### src/rtl/modtimer_pwm.sv
module modtimer_pwm #(
  parameter int CNT_W = 16,
  parameter int PS_W  = 3
) (
  input  logic             clk,
  input  logic             rst_n,
  input  logic             wr_en,
  input  logic [1:0]       wr_addr,
  input  logic [CNT_W-1:0] wr_data,
  output logic             pwm_out,
  output logic             ovf_flag,
  output logic             cmp_flag
);
  localparam int PRE_W = (1 << PS_W) - 2;
  localparam logic [PS_W-1:0] SEL_RSVD = '1;

  logic [PRE_W-1:0] pre_q, pre_mask;
  logic [CNT_W-1:0] cnt_q, mod_q, cmp_q, cnt_nxt;
  logic [PS_W-1:0]  sel_q;
  logic             pol_q, tick, wrap, hit;
  logic             wr_mod, wr_cmp, wr_ctl, clr_ovf, clr_cmp;

  assign wr_mod  = wr_en && wr_addr == 2'd0;
  assign wr_cmp  = wr_en && wr_addr == 2'd1;
  assign wr_ctl  = wr_en && wr_addr == 2'd2;
  assign clr_ovf = wr_en && wr_addr == 2'd3 && wr_data[0];
  assign clr_cmp = wr_en && wr_addr == 2'd3 && wr_data[1];

  assign pre_mask = (sel_q == SEL_RSVD) ? '0 : ~({PRE_W{1'b1}} << sel_q);
  assign tick     = (pre_q & pre_mask) == pre_mask;
  assign wrap     = tick && (cnt_q >= mod_q);
  assign cnt_nxt  = wrap ? '0 : cnt_q + 1'b1;
  assign hit      = tick && (cnt_nxt == cmp_q);

  always_ff @(posedge clk or negedge rst_n) begin
    if (!rst_n) begin
      pre_q <= '0;
      cnt_q <= '0;
    end else begin
      pre_q <= pre_q + 1'b1;
      if (tick) cnt_q <= cnt_nxt;
    end
  end

  always_ff @(posedge clk or negedge rst_n) begin
    if (!rst_n) begin
      mod_q <= '1;
      cmp_q <= '0;
      sel_q <= '0;
      pol_q <= 1'b0;
    end else begin
      if (wr_mod) mod_q <= wr_data;
      if (wr_cmp) cmp_q <= wr_data;
      if (wr_ctl) begin
        sel_q <= wr_data[PS_W-1:0];
        pol_q <= wr_data[PS_W];
      end
    end
  end

  always_ff @(posedge clk or negedge rst_n) begin
    if (!rst_n) begin
      pwm_out  <= 1'b0;
      ovf_flag <= 1'b0;
      cmp_flag <= 1'b0;
    end else begin
      if (hit)       pwm_out <= pol_q;
      else if (wrap) pwm_out <= ~pol_q;
      ovf_flag <= wrap | (ovf_flag & ~clr_ovf);
      cmp_flag <= hit  | (cmp_flag & ~clr_cmp);
    end
  end
endmodule


### config.mk
export PLATFORM = sky130hd
export DESIGN_NAME = modtimer_pwm
export DESIGN_NICKNAME = d
export VERILOG_FILES = /design/src/rtl/modtimer_pwm.sv
export SDC_FILE = /design/constraint.sdc
export NUM_CORES = 1
export LEC_CHECK = 0
export ABC_AREA = 1
export BUFFER_PORTS_ARGS = -buffer_cell sky130_fd_sc_hd__buf_2
export CORE_MARGIN = 5
export CORE_UTILIZATION = 25
export CTS_BUF_LIST = sky130_fd_sc_hd__clkbuf_8
export DETAILED_ROUTE_END_ITERATION = 7
export SYNTH_ARGS = -nofsm -noshare
export SYNTH_HDL_FRONTEND = slang
export SYNTH_SLANG_ARGS = --single-unit
### constraint.sdc
create_clock -name clk -period 3.33 [get_ports clk]
set_input_delay 0.666 -clock clk [delete_from_list [all_inputs] [get_ports clk]]
set_output_delay 0.666 -clock clk [all_outputs]
set_load 0.005 [all_outputs]
# Yosys cells after proc, flatten, opt, wreduce, memory -nomap -nowiden
# Index checks and enable logic that the tools add are counted.
# Widths: inputs -> output; s select.
# totals
regBits	61
output_inout_bits	3
elab_cells	42
# op_classes
add_sub_neg	2
magnitude_cmp	1
n_eq_ne	6
n_shift	1
n_mux	4
n_bitwise	9
n_reduce_logical	10
# ops
op	n
$add 16x1->16 const B	1
$eq 16x16->1	1
$ge 16x16->1	1
$mux 16	1
$logic_and 1x1->1	8
$add 6x1->6 const B	1
$and 6x6->6	1
$eq 6x6->1	1
$mux 6	1
$not 6->6	1
$shl 6x3->6 const A	1
$eq 2x2->1 const B	2
$eq 3x3->1 const B	1
$not 1->1	3
$and 1x1->1	2
$eq 2x1->1 const B	1
$logic_not 2->1	1
$mux 1	2
$or 1x1->1	2
$reduce_bool 2->1	1

# Longest topological paths before layout
# Gate-level depths: netlist of run 1.
# depth
depth_word	10
mapped_depth	23
mapped_depth_nobuf	22

# Worst setup path after synthesis of run 1
# Ideal clock, no wire load.
# synth_path
kind	flip-flop to flip-flop
start	register mod_q[7]
end	register pwm_out
t_arrival_ns	2.074
required_time_ns	3.217
path_slack_ns	1.144
stages_incl_launch_ff	21
synth_period_minus_slack_ns	2.186
cell_sequence	dfstp_2 -> inv_1 -> ha_1 -> nand2_1 -> nor2_1 -> nand2_1 -> nand2_1 -> nor2_1 -> nand2_1 -> nand2_1 -> nand2_1 -> nand2_4 -> buf_4 -> nand3b_1 -> nand2_1 -> a21oi_1 -> nand2_1 -> nor2_1 -> nand3_1 -> nand2_1 -> inv_1
# synth_between
elab_chain_len	6
# synth_rtl
element	line_no	text
from (decl)	18	logic [CNT_W-1:0] cnt_q, mod_q, cmp_q, cnt_nxt;
from (signal assigned)	52	if (wr_mod) mod_q <= wr_data;
$ge 16x16->1 (*)	31	assign wrap = tick && (cnt_q >= mod_q);
$logic_and 1x1->1 (*)	31	
$mux 16	32	assign cnt_nxt = wrap ? '0 : cnt_q + 1'b1;
$eq 16x16->1	33	assign hit = tick && (cnt_nxt == cmp_q);
$logic_and 1x1->1	33	
$mux 1 / $reduce_bool 2->1 (equally long branches)	--	
to (signal assigned)	67	if (hit) pwm_out <= pol_q;
to (signal assigned)	68	else if (wrap) pwm_out <= ~pol_q;
to (decl)	10	output logic pwm_out,
# Every way passes the cells marked *; elsewhere a longest branch is shown, timed or not.
# A chain may end at the register's enable or synchronous reset.

# Worst setup path after layout of run 1
# layout_path
start	register mod_q[6]
end	register pwm_out
# Same word-level chain as after synthesis.

==> results.json, run 1 <==
{
  "period_share": 0.806,
  "ir_drop_mv": 0.404,
  "switchingPower_mw": 0.815,
  "grt_pass1_wl_mm": 13.6,
  "clock-sinks": 61,
  "root_buffer": "clkbuf_8",
  "multi_input_area_sq_um": 1730,
  "layout_commonest_cell": "nand2_1",
  "setup_violations": 0,
  "relSlewSlack": 0.664,
  "routed_via_density": 4.13,
  "cp.arrival_ns": 2.97,
  "wl_mm": 7.84,
  "p_clk_frac": 0.311,
  "rsz0062_at_grt": "no",
  "skew_ns": 0.0101,
  "start_util": 0.252,
  "highest_layer": "met4",
  "synth_nets": 524,
  "path_clk_slew_ns": 0.07,
  "path_class": "reg -> reg",
  "switching_share": 0.339,
  "cts-htree-levels": 3,
  "pwr-share-comb": 0.279,
  "yosysUniqueCellTypes": 26,
  "outcome": "finished, final reports clean",
  "antenna_found_initial": 0,
  "cpMaxStageDelayCell": "dfstp_2",
  "fp.dieH_um": 130,
  "grt_pass1_vias": 2840,
  "dr.pass1.iters": 8,
  "finalMaxSlewViolations": 0,
  "cts_setup_buffers": 0,
  "tritoncts": "built",
  "path_cells": "inv_1 -> ha_1 -> nand2_1 -> nor2_1 -> nand2_1 -> nand2_1 -> nor2_1 -> nand2_1 -> nand2_1 -> nand2_1 -> nand2_4 -> nand2_1 -> nand2_1 -> nand2_1 -> nor2_1 -> nand2_1 -> nor2_1 -> nand3_1 -> nand2_1 -> nand2_1 -> inv_1",
  "die_x_um": 130,
  "post_cts_resize_count": 0,
  "ctsHoldBuffers": 0,
  "ys_seq_area_frac": 0.428,
  "maxCapViolCount": 0,
  "wl_met3_um": 201,
  "yosys_warnings": 0,
  "diodes": 0,
  "port_buffers": 23,
  "clock_latency_ns": 0.35,
  "clock_path_buffers": 2,
  "p_int_mw": 1.59,
  "syn-cell-area_sq_um": 3610,
  "area_growth_pct": 15.0,
  "wl_per_cell_um": 11.2,
  "fp-row-count": 44,
  "required_ns": 3.61,
  "cp-start-kind": "flop",
  "tightest_slew_ns": 0.503,
  "num_io_pins": 24,
  "final_cell_mix": "nand2_1, inv_1, o21ai_0, dfrtp_1, nor2_1",
  "synthCells": 485,
  "path_max_fanout": 34,
  "track_usage": 0.101,
  "die_area_sq_um": 17000,
  "syn_area_per_cell_sq_um": 7.45,
  "p_leak_nw": 2.20,
  "p_per_area_nw_per_um2": 579,
  "grt-ovfl-total": 0,
  "total_power_mw": 2.41,
  "dp_hpwl_mm": 5.98,
  "initialDrtViolationCount": 154,
  "gp_congestion": 0.878,
  "ant_nets": 0,
  "timing.fmax_ghz": 0.373,
  "vias": 2887,
  "drt-met1-wl_mm": 4.01,
  "nFillCells": 1571,
  "drive_above_1_share": 0.130,
  "grt_max_degree": 55,
  "nNetsFinal": 549,
  "p_seq_frac": 0.410,
  "setup.worst_path.end_class": "flop",
  "hold_class": "in -> async",
  "max_stage_delay_ns": 0.53,
  "synth-seq-cells": 61,
  "final_hold_viol_count": 0,
  "coreArea_sq_um": 14400,
  "numCtsBuffers": 9,
  "seqCellArea_sq_um": 1550,
  "setup_tns_ns": 0,
  "cpMostUsedCell": "nand2_1",
  "min_period_ns": 2.68,
  "wl_met2_mm": 3.49,
  "drc_errors": 0
}
flip-flops by register name, summed over array words and instances, names as in the netlist:
| register | count |
|---|---|
| cmp_q | 16 |
| cnt_q | 16 |
| mod_q | 16 |
| pre_q | 6 |
| sel_q | 3 |
| cmp_flag | 1 |
| ovf_flag | 1 |
| pol_q | 1 |
| pwm_out | 1 |
stage by stage:
stage	hold WS [ns]	util	instance area, sq um	instances	worst slack (ns)
CTS	0.144	0.289	4160	699	0.624
finish	0.155	0.289	4160	699	0.647
global route	0.151	0.289	4160	699	0.333
floorplan	0.370	-	3610	485	1.14
global placement	0.477	0.274	3930	683	0.681
detailed placement	0.482	0.274	3930	683	0.652
layer usage:
metal	vias to the layer above	track usage
li1	1570	-
met1	1264	0.137
met2	44	0.157
met3	9	0.0233
met4	0	0.0385
met5	-	0
final cells by class:
| type | count | share of cell area |
|---|---|---|
| Clock inverter | 5 | 0.0178 |
| Sequential cell | 61 | 0.372 |
| Inverter | 73 | 0.0659 |
| Clock buffer | 11 | 0.0364 |
| Multi-Input combinational cell | 339 | 0.416 |
| Timing Repair Buffer | 26 | 0.0361 |
| Tap cell | 184 | 0.0554 |
power groups by stage:
stage	Combinational [mW]	Sequential, mW	Clock, mW
2_1_floorplan	0.516	0.967	0
3_3_place_gp	0.671	0.999	0
3_5_place_dp	0.675	0.998	0
4_1_cts	0.681	0.986	0.766
5_1_grt	0.802	1.01	0.807
6_report	0.670	0.987	0.748
worst max-delay path: cells and delay by family (launching register included):
family                     cells  cell delay [ns]
adders and majority gates      1             0.27
DFF                            1             0.53
and+or+nand+nor               18             1.71
buffers and inverters          2             0.11
worst paths after layout:
check,startpoint,to,slack (ns),cells past startpoint
max,mod_q[6]$_DFFE_PN1P_,pwm_out$_DFFE_PN0P_,0.65,21
min in group clk,mod_q[3]$_DFFE_PN1P_,mod_q[3]$_DFFE_PN1P_,0.49,2
min reg2reg,mod_q[3]$_DFFE_PN1P_,mod_q[3]$_DFFE_PN1P_,0.49,2
max in group asynchronous,rst_n,mod_q[12]$_DFFE_PN1P_,2.59,2
max reg2reg,mod_q[6]$_DFFE_PN1P_,pwm_out$_DFFE_PN0P_,0.65,21
min,rst_n,pre_q[3]$_DFF_PN0_,0.15,1
Yosys cell counts:
library cell / instances / share of area
a21oi_1: 8 / 0.011
buf_4: 1 / 0.0021
buf_6: 2 / 0.0062
clkbuf_1: 9 / 0.0093
dfrtp_1: 45 / 0.31
dfstp_2: 16 / 0.12
ha_1: 18 / 0.062
inv_1: 71 / 0.074
inv_2: 2 / 0.0021
nand2_1: 155 / 0.16
nand2_4: 2 / 0.0062
nand3_1: 19 / 0.026
nand3_2: 3 / 0.0083
nand3b_1: 12 / 0.025
nand4_1: 4 / 0.0069
nor2_1: 34 / 0.035
nor2_2: 2 / 0.0035
nor2_4: 1 / 0.0031
nor3_1: 3 / 0.0042
o21ai_0: 59 / 0.082
o21ai_1: 1 / 0.0014
o21bai_1: 1 / 0.0021
o221ai_1: 1 / 0.0024
or2_0: 1 / 0.0017
xnor2_1: 2 / 0.0048
xor2_1: 13 / 0.031
logic make-up (layout without fill, tap and decap cells):
group / after synthesis / after routing / synth area share
adder cells (fa/ha/maj): 18 / 18 / 0.0623
buffers and inverters: 85 / 115 / 0.0935
AO/OA/AOI/OAI: 70 / 70 / 0.0986
AND/OR/NAND/NOR: 236 / 236 / 0.281
flip-flops: 61 / 61 / 0.428
XOR/XNOR: 15 / 15 / 0.0363
Power figures use the tool's default switching activity.
==> inputs of run 2 (changes only) <==
- ABC_AREA: 1 -> 0
- clock period: 3.33 -> 2.55 ns (I/O delays scaled with it)
==> run 2 against run 1 <==
  * The run now ends with setup timing left
  * Flip-flop and latch count stayed put
  * Synthesized area fell by 1.5%
  * Die area is 1.4% lower
  * Wire length rose by 23%
  * Core utilization increased by 5.7 points
  * Critical endpoint unchanged
  * Largest cell class unchanged
==> results.json, run 2 <==
{
  "synthCells": 361,
  "grt_max_degree": 36,
  "yosys-top-cells-area": "dfrtp_1, dfstp_2, mux2_2",
  "path_class": "reg -> reg",
  "setup_tns_ns": -0.638,
  "timing.fmax_ghz": 0.342,
  "ant_nets": 0,
  "synth_nets": 400,
  "layout_commonest_cell": "buf_4",
  "gp_congestion": 0.891,
  "clock-sinks": 61,
  "cts-htree-levels": 3,
  "yosys_warnings": 0,
  "ys_seq_area_frac": 0.434,
  "fp-row-count": 43,
  "instances_no_fill": 629,
  "dp_hpwl_mm": 6.98,
  "wl_mm": 9.61,
  "dp.cells": 609,
  "grt_pass1_wl_mm": 15.7,
  "grt_pass1_vias": 3063,
  "numCtsBuffers": 9,
  "yosysUniqueCellTypes": 55,
  "routed_via_density": 4.85,
  "tightest_slew_ns": 0.665,
  "r2r_start": "mod_q[0]$_DFFE_PN1P_",
  "maxCapViolCount": 0,
  "syn-cell-area_sq_um": 3560,
  "hold_class": "in -> async",
  "skew_ns": 0.00999,
  "dr.pass1.iters": 4,
  "r2r_end": "pwm_out$_DFFE_PN0P_",
  "synth_most_common_cell": "dfrtp_1",
  "diodes": 0,
  "setup_ws_ns": -0.374,
  "required_ns": 2.79,
  "outcome": "finished with violations",
  "die_area_sq_um": 16700,
  "final_cell_mix": "buf_4, dfrtp_1, nand2_1, o21ai_0, buf_2",
  "cp.arrival_ns": 3.16,
  "nFillCells": 1379,
  "tritoncts": "built",
  "area_growth_pct": 35.7,
  "die_x_um": 129,
  "violations": "setup timing",
  "start_util": 0.255,
  "rsz0062_at_grt": "yes",
  "drc_errors": 0,
  "grt-ovfl-total": 0,
  "antenna_found_initial": 0,
  "hold_ws_ns": 0.186,
  "total_power_mw": 3.40,
  "setup_violations": 2,
  "relSlewSlack": 0.557,
  "coreArea_sq_um": 13900,
  "ff2ff_path_depth": 10,
  "track_usage": 0.119,
  "period_share": 1.15,
  "clock_latency_ns": 0.35,
  "yosys-top-cells-count": "dfrtp_1, nand2_1, o21ai_0",
  "path_clk_slew_ns": 0.08,
  "wl_per_cell_um": 15.3,
  "synth.top_cell.area_share": 0.316,
  "final_area_sq_um": 4830,
  "synth-seq-cells": 61,
  "drive_above_1_share": 0.421,
  "vias": 3048,
  "setup.worst_path.end_class": "flop",
  "syn_area_per_cell_sq_um": 9.86,
  "rrSetupSlack_ns": -0.37,
  "place_ws_ns": -0.463,
  "reg_top3": "cmp_q (16), cnt_q (16), mod_q (16)",
  "ir_drop_mv": 0.350,
  "crit_path_end": "pwm_out$_DFFE_PN0P_",
  "path_max_fanout": 4,
  "initialDrtViolationCount": 155,
  "synth_top_area_cell": "dfrtp_1",
  "p_leak_nw": 2.05,
  "timing.critical_path.from": "mod_q[0]$_DFFE_PN1P_",
  "synth-async-reset-ratio": 1.00,
  "cp-start-kind": "flop",
  "final_hold_viol_count": 0,
  "clock_path_buffers": 2,
  "root_buffer": "clkbuf_8",
  "ctsHoldBuffers": 0,
  "yosys_most_used_dff": "dfrtp_1",
  "synth_edf_count": 0,
  "finalMaxSlewViolations": 0,
  "num_io_pins": 24,
  "min_period_ns": 2.92,
  "fp.dieH_um": 129,
  "p_per_area_nw_per_um2": 705,
  "port_buffers": 23,
  "nNetsFinal": 483,
  "post-route-util": 0.347,
  "post_dp_cell_area_sq_um": 4390
}
[run 2: cell types whose count changed after synthesis, sizes merged, moves of 21 or more]
cell,previous run,this run
inv,73,23
mux2,0,21
nand2,157,41
nor2,37,15
o21ai,60,35
[run 2: repair_timing]
| action | in CTS | in global routing |
|---|---|---|
| hold endpoints to repair | 0 | 0 |
| gates resized for setup | 16 | 27 |
| setup buffers | 3 | 1 |
| setup endpoints to repair | 9 | 10 |
| pin swaps | 14 | 8 |
[run 2: critical path, stage by stage (launching register included)]
cell and delay, ns:
dfstp_2 0.56, ha_4 0.20, nand2b_4 0.15, a2111oi_4 0.31, o32a_1 0.34, a21oi_4 0.08
buf_4 0.15, or4_4 0.43, a221oi_4 0.33, a41o_1 0.21, mux2i_1 0.06
[run 2: logic make-up after synthesis]
group	Yosys count	synth area share
and+or+nand+nor	117	0.179
xor gates and xnor gates	23	0.0647
buffers and inverters	36	0.0390
adders and majority gates	18	0.0633
AOI/OAI and AO/OA	83	0.148
DFF	61	0.434
muxes	23	0.0721
[run 2: final cells by class]
| class | count | area (sq um) | area share |
|---|---|---|---|
| Clock buffer | 11 | 151 | 0.0313 |
| Clock inverter | 5 | 26.3 | 0.00544 |
| Inverter | 23 | 88.8 | 0.0184 |
| Multi-Input combinational cell | 264 | 2190 | 0.454 |
| Sequential cell | 61 | 1550 | 0.320 |
| Tap cell | 180 | 225 | 0.0466 |
| Timing Repair Buffer | 85 | 597 | 0.124 |
[run 2: report_power, final]
group | switching [mW] | internal (mW)
clock | 0.403 | 0.397
combinational | 0.647 | 0.653
sequential | 0.149 | 1.15
[run 2: worst min path at each step]
stage / end / slack [ns] / cells past startpoint
finish: cnt_q[0]$_DFFE_PN0N_ / 0.19 / 1
global route: cnt_q[0]$_DFFE_PN0N_ / 0.23 / 1
CTS: cnt_q[3]$_DFFE_PN0N_ / 0.20 / 1
detailed placement: ovf_flag$_DFF_PN0_ / 0.46 / 2
floorplan: cmp_flag$_DFF_PN0_ / 0.21 / 0
global placement: ovf_flag$_DFF_PN0_ / 0.46 / 2
[run 2: metal layers]
layer,GRT usage,wire length (um),up-vias
met5,0,0,-
met4,0.0377,138,0
met3,0.0264,438,13
met2,0.194,4730,68
met1,0.156,4310,1490
li1,-,-,1477
